`config.mk`:
```
export PLATFORM = sky130hd
export DESIGN_NAME = keyed_wdt
export DESIGN_NICKNAME = d
export VERILOG_FILES = /design/src/rtl/kwdt_pkg.sv /design/src/rtl/kwdt_regbank.sv /design/src/rtl/kwdt_prescaler.sv /design/src/rtl/kwdt_counter.sv /design/src/rtl/keyed_wdt.sv
export SDC_FILE = /design/constraint.sdc
export NUM_CORES = 1
export LEC_CHECK = 0
export BUFFER_PORTS_ARGS = -buffer_cell sky130_fd_sc_hd__buf_2
export CAP_MARGIN = 25
export CORE_ASPECT_RATIO = 0.8
export CORE_MARGIN = 8
export CORE_UTILIZATION = 45
export CTS_CLUSTER_DIAMETER = 80
export CTS_CLUSTER_SIZE = 28
export DETAILED_ROUTE_END_ITERATION = 8
export PLACE_DENSITY = 0.7
export SLEW_MARGIN = 20
export SYNTH_ARGS = -nofsm -noshare
export SYNTH_HDL_FRONTEND = slang
export SYNTH_HIERARCHICAL = 1
export SYNTH_SLANG_ARGS = --single-unit
```
`constraint.sdc`:
```
create_clock -name clk -period 3.95 [get_ports clk]
set_input_delay 0.5925 -clock clk [delete_from_list [all_inputs] [get_ports clk]]
set_output_delay 0.5925 -clock clk [all_outputs]
set_load 0.01 [all_outputs]
```
`src/rtl/kwdt_pkg.sv`:
```
package kwdt_pkg;
  localparam int          BUS_W   = 32;
  localparam int          HALF_W  = 16;
  localparam logic [15:0] WR_KEY  = 16'h1234;
  localparam int          OFF_CFG = 'h04;
  localparam int          OFF_REL = 'h08;
  localparam int          OFF_REF = 'h18;
  localparam int          OFF_RUN = 'h1C;
  localparam int          N_GRP   = 3;
  // group index order is decoded: 0 clears irq, 1 reloads counter, 2 latches config
  localparam int          G_IRQ   = 0;
  localparam int          G_CNT   = 1;
  localparam int          G_CFG   = 2;

  // a group acts when it changes to a new code of 1 or 2
  function automatic logic grp_fires(input logic [1:0] prev, input logic [1:0] nxt);
    return (nxt != prev) && (nxt == 2'b01 || nxt == 2'b10);
  endfunction
endpackage

```
`src/rtl/kwdt_regbank.sv`:
```
module kwdt_regbank
  import kwdt_pkg::*;
#(
  parameter int ADDR_W = 8
) (
  input  logic              clk,
  input  logic              rst_n,
  input  logic [ADDR_W-1:0] addr_i,
  input  logic              wr_en_i,
  input  logic [BUS_W-1:0]  wr_data_i,
  output logic [BUS_W-1:0]  rd_data_o,
  output logic [HALF_W-1:0] cfg_o,
  output logic [HALF_W-1:0] reload_o,
  output logic              run_o,
  output logic              latch_cfg_o,
  output logic              load_cnt_o,
  output logic              clr_irq_o
);
  logic [HALF_W-1:0] cfg_q, cfg_d, rel_q, rel_d, ref_q, ref_d, run_q, run_d;
  logic              key_ok, wr_ok;
  logic              sel_cfg, sel_rel, sel_ref, sel_run;
  logic [N_GRP-1:0]  fire;

  assign key_ok  = (wr_data_i[BUS_W-1:HALF_W] == WR_KEY);
  assign wr_ok   = wr_en_i && key_ok;
  assign sel_cfg = (addr_i == ADDR_W'(OFF_CFG));
  assign sel_rel = (addr_i == ADDR_W'(OFF_REL));
  assign sel_ref = (addr_i == ADDR_W'(OFF_REF));
  assign sel_run = (addr_i == ADDR_W'(OFF_RUN));

  for (genvar g = 0; g < N_GRP; g++) begin : g_grp
    assign fire[g] = wr_ok && sel_ref && grp_fires(ref_q[2*g +: 2], wr_data_i[2*g +: 2]);
  end

  always_comb begin
    cfg_d = cfg_q;
    rel_d = rel_q;
    ref_d = ref_q;
    run_d = run_q;
    if (wr_ok) begin
      if (sel_cfg) cfg_d = wr_data_i[HALF_W-1:0];
      if (sel_rel) rel_d = wr_data_i[HALF_W-1:0];
      if (sel_ref) ref_d = wr_data_i[HALF_W-1:0];
      if (sel_run) run_d = wr_data_i[HALF_W-1:0];
    end
  end

  always_ff @(posedge clk or negedge rst_n) begin
    if (!rst_n) begin
      cfg_q <= 16'h0F00;
      rel_q <= 16'hFFFF;
      ref_q <= 16'h0015;
      run_q <= '0;
    end else begin
      cfg_q <= cfg_d;
      rel_q <= rel_d;
      ref_q <= ref_d;
      run_q <= run_d;
    end
  end

  always_comb begin
    rd_data_o = '0;
    if (sel_cfg) rd_data_o[HALF_W-1:0] = cfg_q;
    if (sel_rel) rd_data_o[HALF_W-1:0] = rel_q;
    if (sel_ref) rd_data_o[HALF_W-1:0] = ref_q;
    if (sel_run) rd_data_o[HALF_W-1:0] = run_q;
  end

  assign cfg_o       = cfg_q;
  assign reload_o    = rel_q;
  assign run_o       = run_q[0];
  assign latch_cfg_o = fire[G_CFG];
  assign load_cnt_o  = fire[G_CNT];
  assign clr_irq_o   = fire[G_IRQ];

  assert_badkey_ignored_R2: assert property (@(posedge clk) disable iff (!rst_n)
    (wr_en_i && !key_ok) |=> ($stable(cfg_q) && $stable(rel_q) && $stable(ref_q) && $stable(run_q)));
endmodule

```
`src/rtl/kwdt_prescaler.sv`:
```
module kwdt_prescaler #(
  parameter int DIV_W = 8
) (
  input  logic             clk,
  input  logic             rst_n,
  input  logic             tick_i,
  input  logic             run_i,
  input  logic             latch_i,
  input  logic             restart_i,
  input  logic [DIV_W-1:0] div_i,
  output logic             step_o
);
  logic [DIV_W-1:0] div_q, div_d, pre_q, pre_d;
  logic             step;

  always_comb begin
    div_d = latch_i ? div_i : div_q;
    pre_d = pre_q;
    step  = 1'b0;
    if (latch_i || restart_i) begin
      pre_d = '0;
    end else if (run_i && tick_i) begin
      if (pre_q == div_q) begin
        pre_d = '0;
        step  = 1'b1;
      end else begin
        pre_d = pre_q + 1'b1;
      end
    end
  end

  always_ff @(posedge clk or negedge rst_n) begin
    if (!rst_n) begin
      div_q <= DIV_W'(15);
      pre_q <= '0;
    end else begin
      div_q <= div_d;
      pre_q <= pre_d;
    end
  end

  assign step_o = step;

  assert_pre_bound_R4: assert property (@(posedge clk) disable iff (!rst_n) pre_q <= div_q);
  assert_pre_hold_R11: assert property (@(posedge clk) disable iff (!rst_n)
    (!run_i && !latch_i && !restart_i) |=> $stable(pre_q));
endmodule

```
`src/rtl/kwdt_counter.sv`:
```
module kwdt_counter #(
  parameter int CNT_W = 16
) (
  input  logic             clk,
  input  logic             rst_n,
  input  logic             step_i,
  input  logic             load_i,
  input  logic             clr_i,
  input  logic [CNT_W-1:0] reload_i,
  output logic             irq_o,
  output logic             rst_req_o
);
  logic [CNT_W-1:0] cnt_q, cnt_d, arel_q, arel_d;
  logic             irq_q, irq_d, rreq_q, rreq_d, expire;

  always_comb begin
    cnt_d  = cnt_q;
    arel_d = arel_q;
    expire = 1'b0;
    if (load_i) begin
      cnt_d  = reload_i;
      arel_d = reload_i;
    end else if (step_i) begin
      if (cnt_q == '0) begin
        cnt_d  = arel_q;
        expire = 1'b1;
      end else begin
        cnt_d = cnt_q - 1'b1;
      end
    end
    irq_d  = expire ? 1'b1 : (clr_i ? 1'b0 : irq_q);
    rreq_d = expire && irq_q;
  end

  always_ff @(posedge clk or negedge rst_n) begin
    if (!rst_n) begin
      cnt_q  <= '1;
      arel_q <= '1;
      irq_q  <= 1'b0;
      rreq_q <= 1'b0;
    end else begin
      cnt_q  <= cnt_d;
      arel_q <= arel_d;
      irq_q  <= irq_d;
      rreq_q <= rreq_d;
    end
  end

  assign irq_o     = irq_q;
  assign rst_req_o = rreq_q;

  assert_cnt_hold_R11: assert property (@(posedge clk) disable iff (!rst_n)
    (!step_i && !load_i) |=> $stable(cnt_q));
  assert_cnt_step_R4: assert property (@(posedge clk) disable iff (!rst_n)
    (step_i && !load_i && cnt_q != '0) |=> (cnt_q == $past(cnt_q) - 1'b1));
  assert_irq_sticky_R7: assert property (@(posedge clk) disable iff (!rst_n)
    (irq_q && !clr_i) |=> irq_q);
  assert_rreq_after_irq_R8: assert property (@(posedge clk) disable iff (!rst_n)
    $rose(rreq_q) |-> $past(irq_q));
endmodule

```
`src/rtl/keyed_wdt.sv`:
```
module keyed_wdt
  import kwdt_pkg::*;
#(
  parameter int ADDR_W = 8,
  parameter int DIV_W  = 8,
  parameter int CNT_W  = 16
) (
  input  logic              clk,
  input  logic              rst_n,
  input  logic              tick_i,
  input  logic [ADDR_W-1:0] addr_i,
  input  logic              wr_en_i,
  input  logic [BUS_W-1:0]  wr_data_i,
  output logic [BUS_W-1:0]  rd_data_o,
  output logic              irq_o,
  output logic              rst_req_o
);
  localparam int DIV_LSB = HALF_W - DIV_W;

  logic [1:0]        rst_sync_q;
  logic              rst_int_n;
  logic [HALF_W-1:0] cfg, reload;
  logic              run, latch_cfg, load_cnt, clr_irq, step;

  always_ff @(posedge clk or negedge rst_n) begin
    if (!rst_n) rst_sync_q <= '0;
    else        rst_sync_q <= {rst_sync_q[0], 1'b1};
  end
  assign rst_int_n = rst_sync_q[1];

  kwdt_regbank #(.ADDR_W(ADDR_W)) u_regs (
    .clk(clk), .rst_n(rst_int_n), .addr_i(addr_i), .wr_en_i(wr_en_i),
    .wr_data_i(wr_data_i), .rd_data_o(rd_data_o), .cfg_o(cfg), .reload_o(reload),
    .run_o(run), .latch_cfg_o(latch_cfg), .load_cnt_o(load_cnt), .clr_irq_o(clr_irq)
  );

  kwdt_prescaler #(.DIV_W(DIV_W)) u_pre (
    .clk(clk), .rst_n(rst_int_n), .tick_i(tick_i), .run_i(run),
    .latch_i(latch_cfg), .restart_i(load_cnt),
    .div_i(cfg[HALF_W-1:DIV_LSB]), .step_o(step)
  );

  kwdt_counter #(.CNT_W(CNT_W)) u_cnt (
    .clk(clk), .rst_n(rst_int_n), .step_i(step), .load_i(load_cnt),
    .clr_i(clr_irq), .reload_i(reload[CNT_W-1:0]),
    .irq_o(irq_o), .rst_req_o(rst_req_o)
  );
endmodule

```
-- Word level (Yosys, flattened, before mapping)
Cells that the tools add are included.
- input bits: 44
- output and inout bits: 34
- bits in registers: 116
- word-level logic and storage cells: 68
- reductions and logical operators: 22
- equal/unequal tests: 15
- add/sub/neg operators: 2
- multiplexer cells: 18
- operators by type and width (operator ; count):
    $mux W16 ; 7
    $mux W8 ; 3
    $eq A16 B13 Y1 const B ; 1
    $eq A8 B5 Y1 const B ; 2
    $logic_not A16 Y1 ; 1
    $sub A16 B1 Y16 const B ; 1
    $logic_and A1 B1 Y1 ; 10
    $add A8 B1 Y8 const B ; 1
    $eq A8 B3 Y1 const B ; 1
    $eq A8 B4 Y1 const B ; 1
    $eq A8 B8 Y1 ; 1
    $mux W1 ; 8
    $reduce_and A2 Y1 ; 4
    $eq A2 B1 Y1 const B ; 3
    $eq A2 B2 Y1 const B ; 3
    $ne A2 B2 Y1 ; 3
    $reduce_bool A2 Y1 ; 3
    $logic_or A1 B1 Y1 ; 4

-- Longest topological paths before layout
Gate-level depths: netlist of run 1.
- depth in word-level cells: 9
- gate-level depth with buffers: 12
- gate-level depth less buffers: 10

-- Cells and area by module
The synthesis of run 1 kept the hierarchy.
- modules (own cells, without submodules) (module ; area each (sq um) ; instances ; cells each ; sequential area each (sq um)):
    kwdt_regbank ; 3295.7 ; 1 ; 262 ; 1630.3
    kwdt_counter ; 1901.8 ; 1 ; 193 ; 890.9
    kwdt_prescaler ; 834.6 ; 1 ; 74 ; 405.4
    keyed_wdt ; 53.8 ; 1 ; 3 ; 50.0

-- Worst setup path before layout of run 1
OpenSTA, ideal clock, no wires.
- path kind: in2reg
- start point: input wr_data_i[23]
- end point: register u_cnt.cnt_q[14]
- arrival time: 3243 ps
- data required time: 3852 ps
- stages: 12
- buffers on the path: 2
- setup slack: 609 ps
- setup time: 98 ps
- path through: nor4b_1 > nand4_2 > or3_1 > a21oi_1 > buf_2 > nor2_1 > and4_2 > clkbuf_1 > nor2_1 > a22oi_1 > nor4b_1 > a221oi_1
- cells in the longest elaborated chain, start to end: 7
- elaborated cells on any way between the ends: 9
- those cells by class: 1 x eq/ne; 2 x mux; 6 x reduce/logical
- ends and longest elaborated chain (element ; RTL line ; source):
    start: declaration ; keyed_wdt.sv:13 ; input logic [BUS_W-1:0] wr_data_i,
    $eq A16 B13 Y1 ; kwdt_regbank.sv:24 ; assign key_ok = (wr_data_i[BUS_W-1:HALF_W] == WR_KEY);
    $logic_and A1 B1 Y1 ; kwdt_regbank.sv:25 ; assign wr_ok = wr_en_i && key_ok;
    $logic_and A1 B1 Y1 (2 in series) ; kwdt_regbank.sv:32 ; assign fire[g] = wr_ok && sel_ref && grp_fires(ref_q[2*g +: 2], wr_data_i[2*g +: 2]);
    named net latch_cfg ; keyed_wdt.sv:23 ; logic run, latch_cfg, load_cnt, clr_irq, step;
    $logic_or A1 B1 Y1 ; kwdt_prescaler.sv:20 ; if (latch_i || restart_i) begin
    $mux W1 ; kwdt_prescaler.sv:20 ;
    named net step ; keyed_wdt.sv:23 ;
    $reduce_bool A2 Y1 (no line) ; - ;
    end signal: assignment ; kwdt_counter.sv:42 ; cnt_q <= cnt_d;
    end: declaration ; kwdt_counter.sv:13 ; logic [CNT_W-1:0] cnt_q, cnt_d, arel_q, arel_d;
The timed path passes the listed nets, and every way through them passes these cells.
A chain may end at the register's enable or synchronous reset.

-- Final worst setup path of run 1
- start point: input wr_data_i[23]
- end point: register u_cnt.cnt_q[14]
- cells in the longest elaborated chain, start to end: 7
- elaborated cells on any way between the ends: 9
- those cells by class: 1 x eq/ne; 2 x mux; 6 x reduce/logical
- ends and longest elaborated chain (element ; RTL line):
    $eq A16 B13 Y1 ; kwdt_regbank.sv:24
    $logic_and A1 B1 Y1 ; kwdt_regbank.sv:25
    $logic_and A1 B1 Y1 (2 in series) ; kwdt_regbank.sv:32
    named net load_cnt ; keyed_wdt.sv:23
    $logic_or A1 B1 Y1 ; kwdt_prescaler.sv:20
    $mux W1 ; kwdt_prescaler.sv:20
    named net step ; keyed_wdt.sv:23
    $reduce_bool A2 Y1 (no line) ; -
The timed path passes the listed nets, and every way through them passes these cells.

==> results.json, run 1 <==
{
  "antenna_found_initial": 0,
  "final_cell_count_no_fill": 795,
  "netlist.area_leader.share": 0.255,
  "criticalPathCategory": "primary input to flop",
  "async_flop_share": 1.00,
  "cts_hold_buf": 1,
  "tightest_slew_ps": 872,
  "finalClockSkew_ps": 9.30,
  "grt_pass1_vias": 4670,
  "hold_path_class": "flop to flop",
  "cts_tree": "done",
  "ir_drop_mv": 0.331,
  "synth_edf_count": 0,
  "grt_pass1_wl_um": 25700,
  "critical_path_required_ps": 4270,
  "postCtsSetupBuffers": 0,
  "pre_cts_ws_ps": 496,
  "start_util": 0.454,
  "finalPower_mw": 2.87,
  "grtUsageTotal": 0.185,
  "cp_max_fo": 12,
  "diodes": 0,
  "synthTopCellsByArea": "dfstp_2 (25%), dfrtp_1 (23%), mux2_2 (15%), nor2_1 (3.1%), a22o_1 (2.6%)",
  "yosysMostFrequentCell": "mux2_2",
  "netlist_instances": 532,
  "cts_htree_levels": 4,
  "power.internal_mw": 2.22,
  "rsz0062_at_grt": "no",
  "dpl.cell_count": 762,
  "crit_path_end_kind": "flop",
  "status": "finished clean",
  "clk_latency_ps": 420,
  "switching_power_uw": 651,
  "first_iter_violations": 386,
  "synth.distinct_cells": 62,
  "dr_total_vias": 4553,
  "synth_ff_type": "dfstp_2",
  "maxCapViolations": 0,
  "avgRoutedWirePerCell_um": 19.5,
  "setup_ws_ps": 898,
  "max_slew_margin": 0.417,
  "final_antenna_net_count": 0,
  "clock-sinks": 116,
  "syn_to_final_growth_pct": 17.8,
  "clk_path_buf_depth": 2,
  "wl_um": 15500,
  "clock-root-buffer": "clkbuf_16",
  "synth.yosys.seq_area_share": 0.489,
  "die_area_mm2": 0.0175,
  "nets": 649,
  "num_rows": 38,
  "fin_tns_setup_ps": 0,
  "cts_buffers": 17,
  "min_period_over_period": 0.773,
  "final_util": 0.535,
  "dp_hpwl_um": 11100,
  "worstPathArrival_ps": 3370,
  "hold_violations": 0,
  "path_clk_slew_ps": 60,
  "p_clk_frac": 0.553,
  "comb_power_share": 0.027,
  "synth_top_area_cell": "dfstp_2",
  "via_per_inst": 5.73,
  "p_sw_frac": 0.227,
  "ys_ff_latch": 116,
  "drv_slew": 0,
  "syn_area_mm2": 0.00609,
  "power_leakage_nw": 3.32,
  "grt_max_degree": 66,
  "setup_viol": 0,
  "start_kind": "primary input",
  "core_area_mm2": 0.0134,
  "io_buffers": 61,
  "post_cts_resized": 0,
  "fmax_mhz": 328,
  "p_seq_frac": 0.420,
  "syn_area_per_cell_um2": 11.4,
  "yosys-top-cells-count": "mux2_2 (82), dfstp_2 (59), dfrtp_1 (57), nor2_1 (51), o21ai_0 (23)",
  "die_width_um": 146,
  "grt_overflow": 0,
  "finalCriticalPeriod_ps": 3050,
  "die_h_um": 120,
  "cellPowerDensity_mw_per_mm2": 400,
  "drive_above_1_share": 0.441,
  "drc": 0,
  "ys_warn_count": 6,
  "first_pass_iters": 4,
  "ioPinCount": 78,
  "gp_congestion": 0.842
}
-- placed cells by master, fill, tap and decap left out, types with 8 or more instances in the layout --
cell / count
a21oi_1: 12
a221oi_1: 17
a22o_1: 18
a22oi_1: 8
buf_2: 61
buf_4: 14
clkbuf_16: 17
conb_1: 17
dfrtp_1: 56
dfstp_2: 59
inv_1: 20
mux2_2: 82
nand2_1: 19
nand3_1: 8
nor2_1: 51
nor3_1: 8
o21ai_0: 23
xor2_1: 15
-- power groups by stage --
stage / registers (mW) / clock network [mW] / logic [mW]
2_1_floorplan: 1.23 / 0 / 0.0335
6_report: 1.21 / 1.59 / 0.0762
5_1_grt: 1.21 / 1.66 / 0.0852
3_5_place_dp: 1.23 / 0 / 0.0750
3_3_place_gp: 1.23 / 0 / 0.0728
4_1_cts: 1.21 / 1.60 / 0.0759
-- registers in the layout, indices dropped and copies added (netlist names) --
signal	cells
u_regs/run_q	16
u_cnt/irq_o	1
u_pre/div_q	8
u_regs/ref_q	16
u_cnt/rst_req_o	1
u_regs/cfg_o	16
u_regs/reload_o	16
u_cnt/arel_q	16
rst_sync_q	2
u_pre/pre_q	8
u_cnt/cnt_q	16
-- layer usage --
layer	global-route usage	vias up	wire length, um
met5	0	-	0
met4	0.0584	0	165
met3	0.0583	12	990
met2	0.277	149	7000
met1	0.253	2308	7360
li1	-	2084	-
-- through the flow --
step | instance area [um^2] | hold WS (ps)
global placement | 6550 | 345
detailed placement | 6550 | 336
CTS | 7170 | 362
global route | 7170 | 364
floorplan | 6140 | 297
finish | 7170 | 359
-- area by class of cell --
class / count / area (um^2)
well taps: 180 / 225
clock buffers: 18 / 429
repair buffers: 76 / 420
clock inverters: 14 / 178
flip-flops and latches: 116 / 2980
inverters: 22 / 82.6
fillers: 1161 / 6240
multi-input cells: 369 / 2860
-- worst max-delay path, stage by stage --
cell	delay, ps
buf_2	90
nor4b_1	350
nand4_2	320
or3_1	520
a21oi_4	290
nor2_1	160
and4_2	270
nor2_1	110
buf_4	180
a22oi_1	100
nor4b_1	170
a221oi_1	210
-- worst paths after layout --
check	start	end	slack, ps	cells past startpoint
min	rst_sync_q[0]	rst_sync_q[1]	360	0
max reg2reg	u_regs/ref_q[3]	u_cnt/cnt_q[13]	1170	9
max	wr_data_i[23]	u_cnt/cnt_q[14]	900	12
min reg2reg	rst_sync_q[0]	rst_sync_q[1]	360	0
min in group asynchronous	rst_sync_q[1]	u_regs/cfg_o[3]	430	0
max in group asynchronous	rst_sync_q[1]	u_regs/reload_o[1]	2560	1
-- cells by family after synthesis --
group	Yosys count	synth area share
flops	116	0.489
fa+ha+maj	3	0.00617
buf+inv	62	0.0539
other cells	2	0.00123
compound gates	109	0.129
simple gates	138	0.140
mux	85	0.157
xor+xnor	17	0.0245
(Power assumes the default switching activity.)
==> run 2, diff against run 1 <==
- ABC_AREA: default -> 1
- PLACE_DENSITY: 0.7 -> 0.72
- clock period: 3.95 -> 2.54 ns (I/O delays scaled with it)
==> run 2 against run 1 <==
Effect of this change:
- non-clock buffer count up 4
- first-iteration DRC count increased by 51%
- design area grew 7.5%
- sequential share of layout area fell by 2.9 points
- setup slack got worse by 550 ps
- hold slack got worse by 140 ps
==> results.json, run 2 <==
{
  "syn_area_per_cell_um2": 7.74,
  "min_period_over_period": 0.862,
  "final_common_cell": "nand2_1",
  "crit_path_end_kind": "primary output",
  "netlist_instances": 865,
  "syn_area_mm2": 0.00670,
  "cts_tree": "done",
  "worstPathArrival_ps": 1810,
  "finalCriticalPeriod_ps": 2190,
  "dr_total_vias": 6000,
  "grt_pass1_vias": 5672,
  "dpl.cell_count": 1093,
  "start_kind": "primary input",
  "clock-root-buffer": "clkbuf_16",
  "finalPower_mw": 4.45,
  "grtUsageTotal": 0.184,
  "criticalPathCategory": "primary input to primary output",
  "fin_tns_setup_ps": 0,
  "critical_path_required_ps": 2160,
  "die_h_um": 125,
  "first_pass_iters": 7,
  "antenna_found_initial": 0,
  "start_util": 0.453,
  "postCtsSetupBuffers": 0,
  "maxCapViolations": 0,
  "cts_buffers": 17,
  "die_area_mm2": 0.0191,
  "power.internal_mw": 3.45,
  "dp_hpwl_um": 11700,
  "final_antenna_net_count": 0,
  "max_slew_margin": 0.507,
  "p_clk_frac": 0.551,
  "rsz0062_at_grt": "no",
  "fmax_mhz": 457,
  "synth_top_area_cell": "dfstp_2",
  "drv_slew": 0,
  "p_seq_frac": 0.420,
  "switching_power_mw": 1.01,
  "gp_congestion": 0.846,
  "avgRoutedWirePerCell_um": 15.0,
  "synth_edf_count": 0,
  "yosys-top-cells-count": "nand2_1 (349), nand4_1 (80), inv_1 (61), dfstp_2 (59), dfrtp_1 (57)",
  "tightest_slew_ps": 739,
  "synth.yosys.seq_area_share": 0.445,
  "clk_path_buf_depth": 2,
  "diodes": 0,
  "netlist.area_leader.share": 0.232,
  "synthTopCellsByArea": "dfstp_2 (23%), dfrtp_1 (21%), nand2_1 (20%), nand4_1 (7.5%), inv_1 (3.4%)",
  "drc": 0,
  "synth_ff_type": "dfstp_2",
  "grt_max_degree": 68,
  "synth.distinct_cells": 32,
  "nets": 971,
  "async_flop_share": 1.00,
  "core_area_mm2": 0.0148,
  "via_per_inst": 5.33,
  "first_iter_violations": 583,
  "cts_htree_levels": 4,
  "wl_um": 16900,
  "ir_drop_mv": 0.425,
  "path_clk_slew_ps": 60,
  "drive_above_1_share": 0.235,
  "ioPinCount": 78,
  "clock-sinks": 116,
  "finalClockSkew_ps": 8.93,
  "final_cell_count_no_fill": 1126,
  "hold_violations": 0,
  "clk_latency_ps": 420,
  "hold_path_class": "primary input to flop",
  "grt_overflow": 0,
  "hold_slack_ps": 222,
  "die_width_um": 152,
  "ys_warn_count": 6,
  "p_sw_frac": 0.226,
  "yosysMostFrequentCell": "nand2_1",
  "cp_max_fo": 33,
  "power_leakage_nw": 4.06,
  "setup_viol": 0,
  "num_rows": 40,
  "grt_pass1_wl_um": 28800,
  "syn_to_final_growth_pct": 15.1,
  "cellPowerDensity_mw_per_mm2": 578,
  "io_buffers": 61,
  "comb_power_share": 0.029,
  "status": "finished clean",
  "layout_common_cells": "nand2_1 (349), nand4_1 (80), buf_2 (61), inv_1 (61), dfstp_2 (59)",
  "ys_ff_latch": 116
}
-- run 2: changes by cell type after synthesis, moves of 11 or more --
cell,change
buf_2,+11
nor2_4,+11
inv_1,+41
a22o_1,-18
mux2_2,-79
nand3_1,+25
nand2_1,+330
a221oi_1,-17
nand4_1,+74
nor2_2,+11
-- run 2: worst paths after layout --
check / startpoint / endpoint / slack (ps) / cells past startpoint
worst min-delay path: wr_data_i[12] / u_regs/reload_o[12] / 220 / 3
min in group asynchronous: rst_n / rst_sync_q[1] / 270 / 2
worst min register to register: rst_sync_q[1] / u_pre/pre_q[4] / 330 / 0
worst max-delay path: addr_i[1] / rd_data_o[8] / 350 / 10
max in group asynchronous: rst_sync_q[1] / u_regs/ref_q[4] / 1420 / 1
worst max register to register: u_regs/ref_q[2] / u_cnt/cnt_q[13] / 490 / 10
-- run 2: power groups by stage --
stage	Sequential [mW]	Combinational (mW)	Clock, mW
2_1_floorplan	1.91	0.0609	0
3_3_place_gp	1.90	0.126	0
3_5_place_dp	1.90	0.128	0
4_1_cts	1.87	0.130	2.49
5_1_grt	1.87	0.145	2.57
6_report	1.87	0.129	2.46
-- run 2: what timing repair did --
item | CTS | global route
setup endpoints to repair | 0 | 0
resized for setup | 0 | 0
hold buffers | 1 | 0
hold endpoints to repair | 2 | 0
-- run 2: logic make-up (layout without fill, tap and decap cells) --
kind of cell             count (synthesis)  in the layout  synth area share
multiplexers                             3              3           0.00505
other                                    2             17           0.00112
flip-flops                             116            116             0.445
buffers and inverters                  120            177            0.0953
adder cells (fa/ha/maj)                  3              3           0.00561
XOR/XNOR                                12             12            0.0157
AO/OA/AOI/OAI                           60             60            0.0506
AND/OR/NAND/NOR                        549            549             0.382
-- run 2: final cells by class --
type	instances	area, um^2
multi-input cells	644	3140
inverters	65	244
fillers	1376	7060
clock inverters	15	183
flip-flops and latches	116	2980
clock buffers	17	425
well taps	189	236
repair buffers	80	500
-- run 2: layer usage --
| metal | global-route usage | routed length (um) | vias to the layer above |
|---|---|---|---|
| li1 | - | - | 2894 |
| met2 | 0.270 | 7410 | 255 |
| met3 | 0.0389 | 1300 | 31 |
| met1 | 0.261 | 7940 | 2820 |
| met5 | 0 | 0 | - |
| met4 | 0.0686 | 293 | 0 |
-- run 2: worst max-delay path, stage by stage --
cell and delay, ps:
buf_2 100, nor2_2 150, nand2_2 110, nor2_4 150, buf_4 370, inv_1 190
nand3_1 130, nand2_1 60, nand2_1 50, buf_2 120
-- run 2: through the flow --
stage,setup WS [ps],utilization,instance area [um^2]
after floorplan,160,-,6750
after global routing,273,0.522,7710
after detailed placement,205,0.480,7090
after CTS,364,0.522,7710
final,350,0.522,7710
after global placement,243,0.480,7090
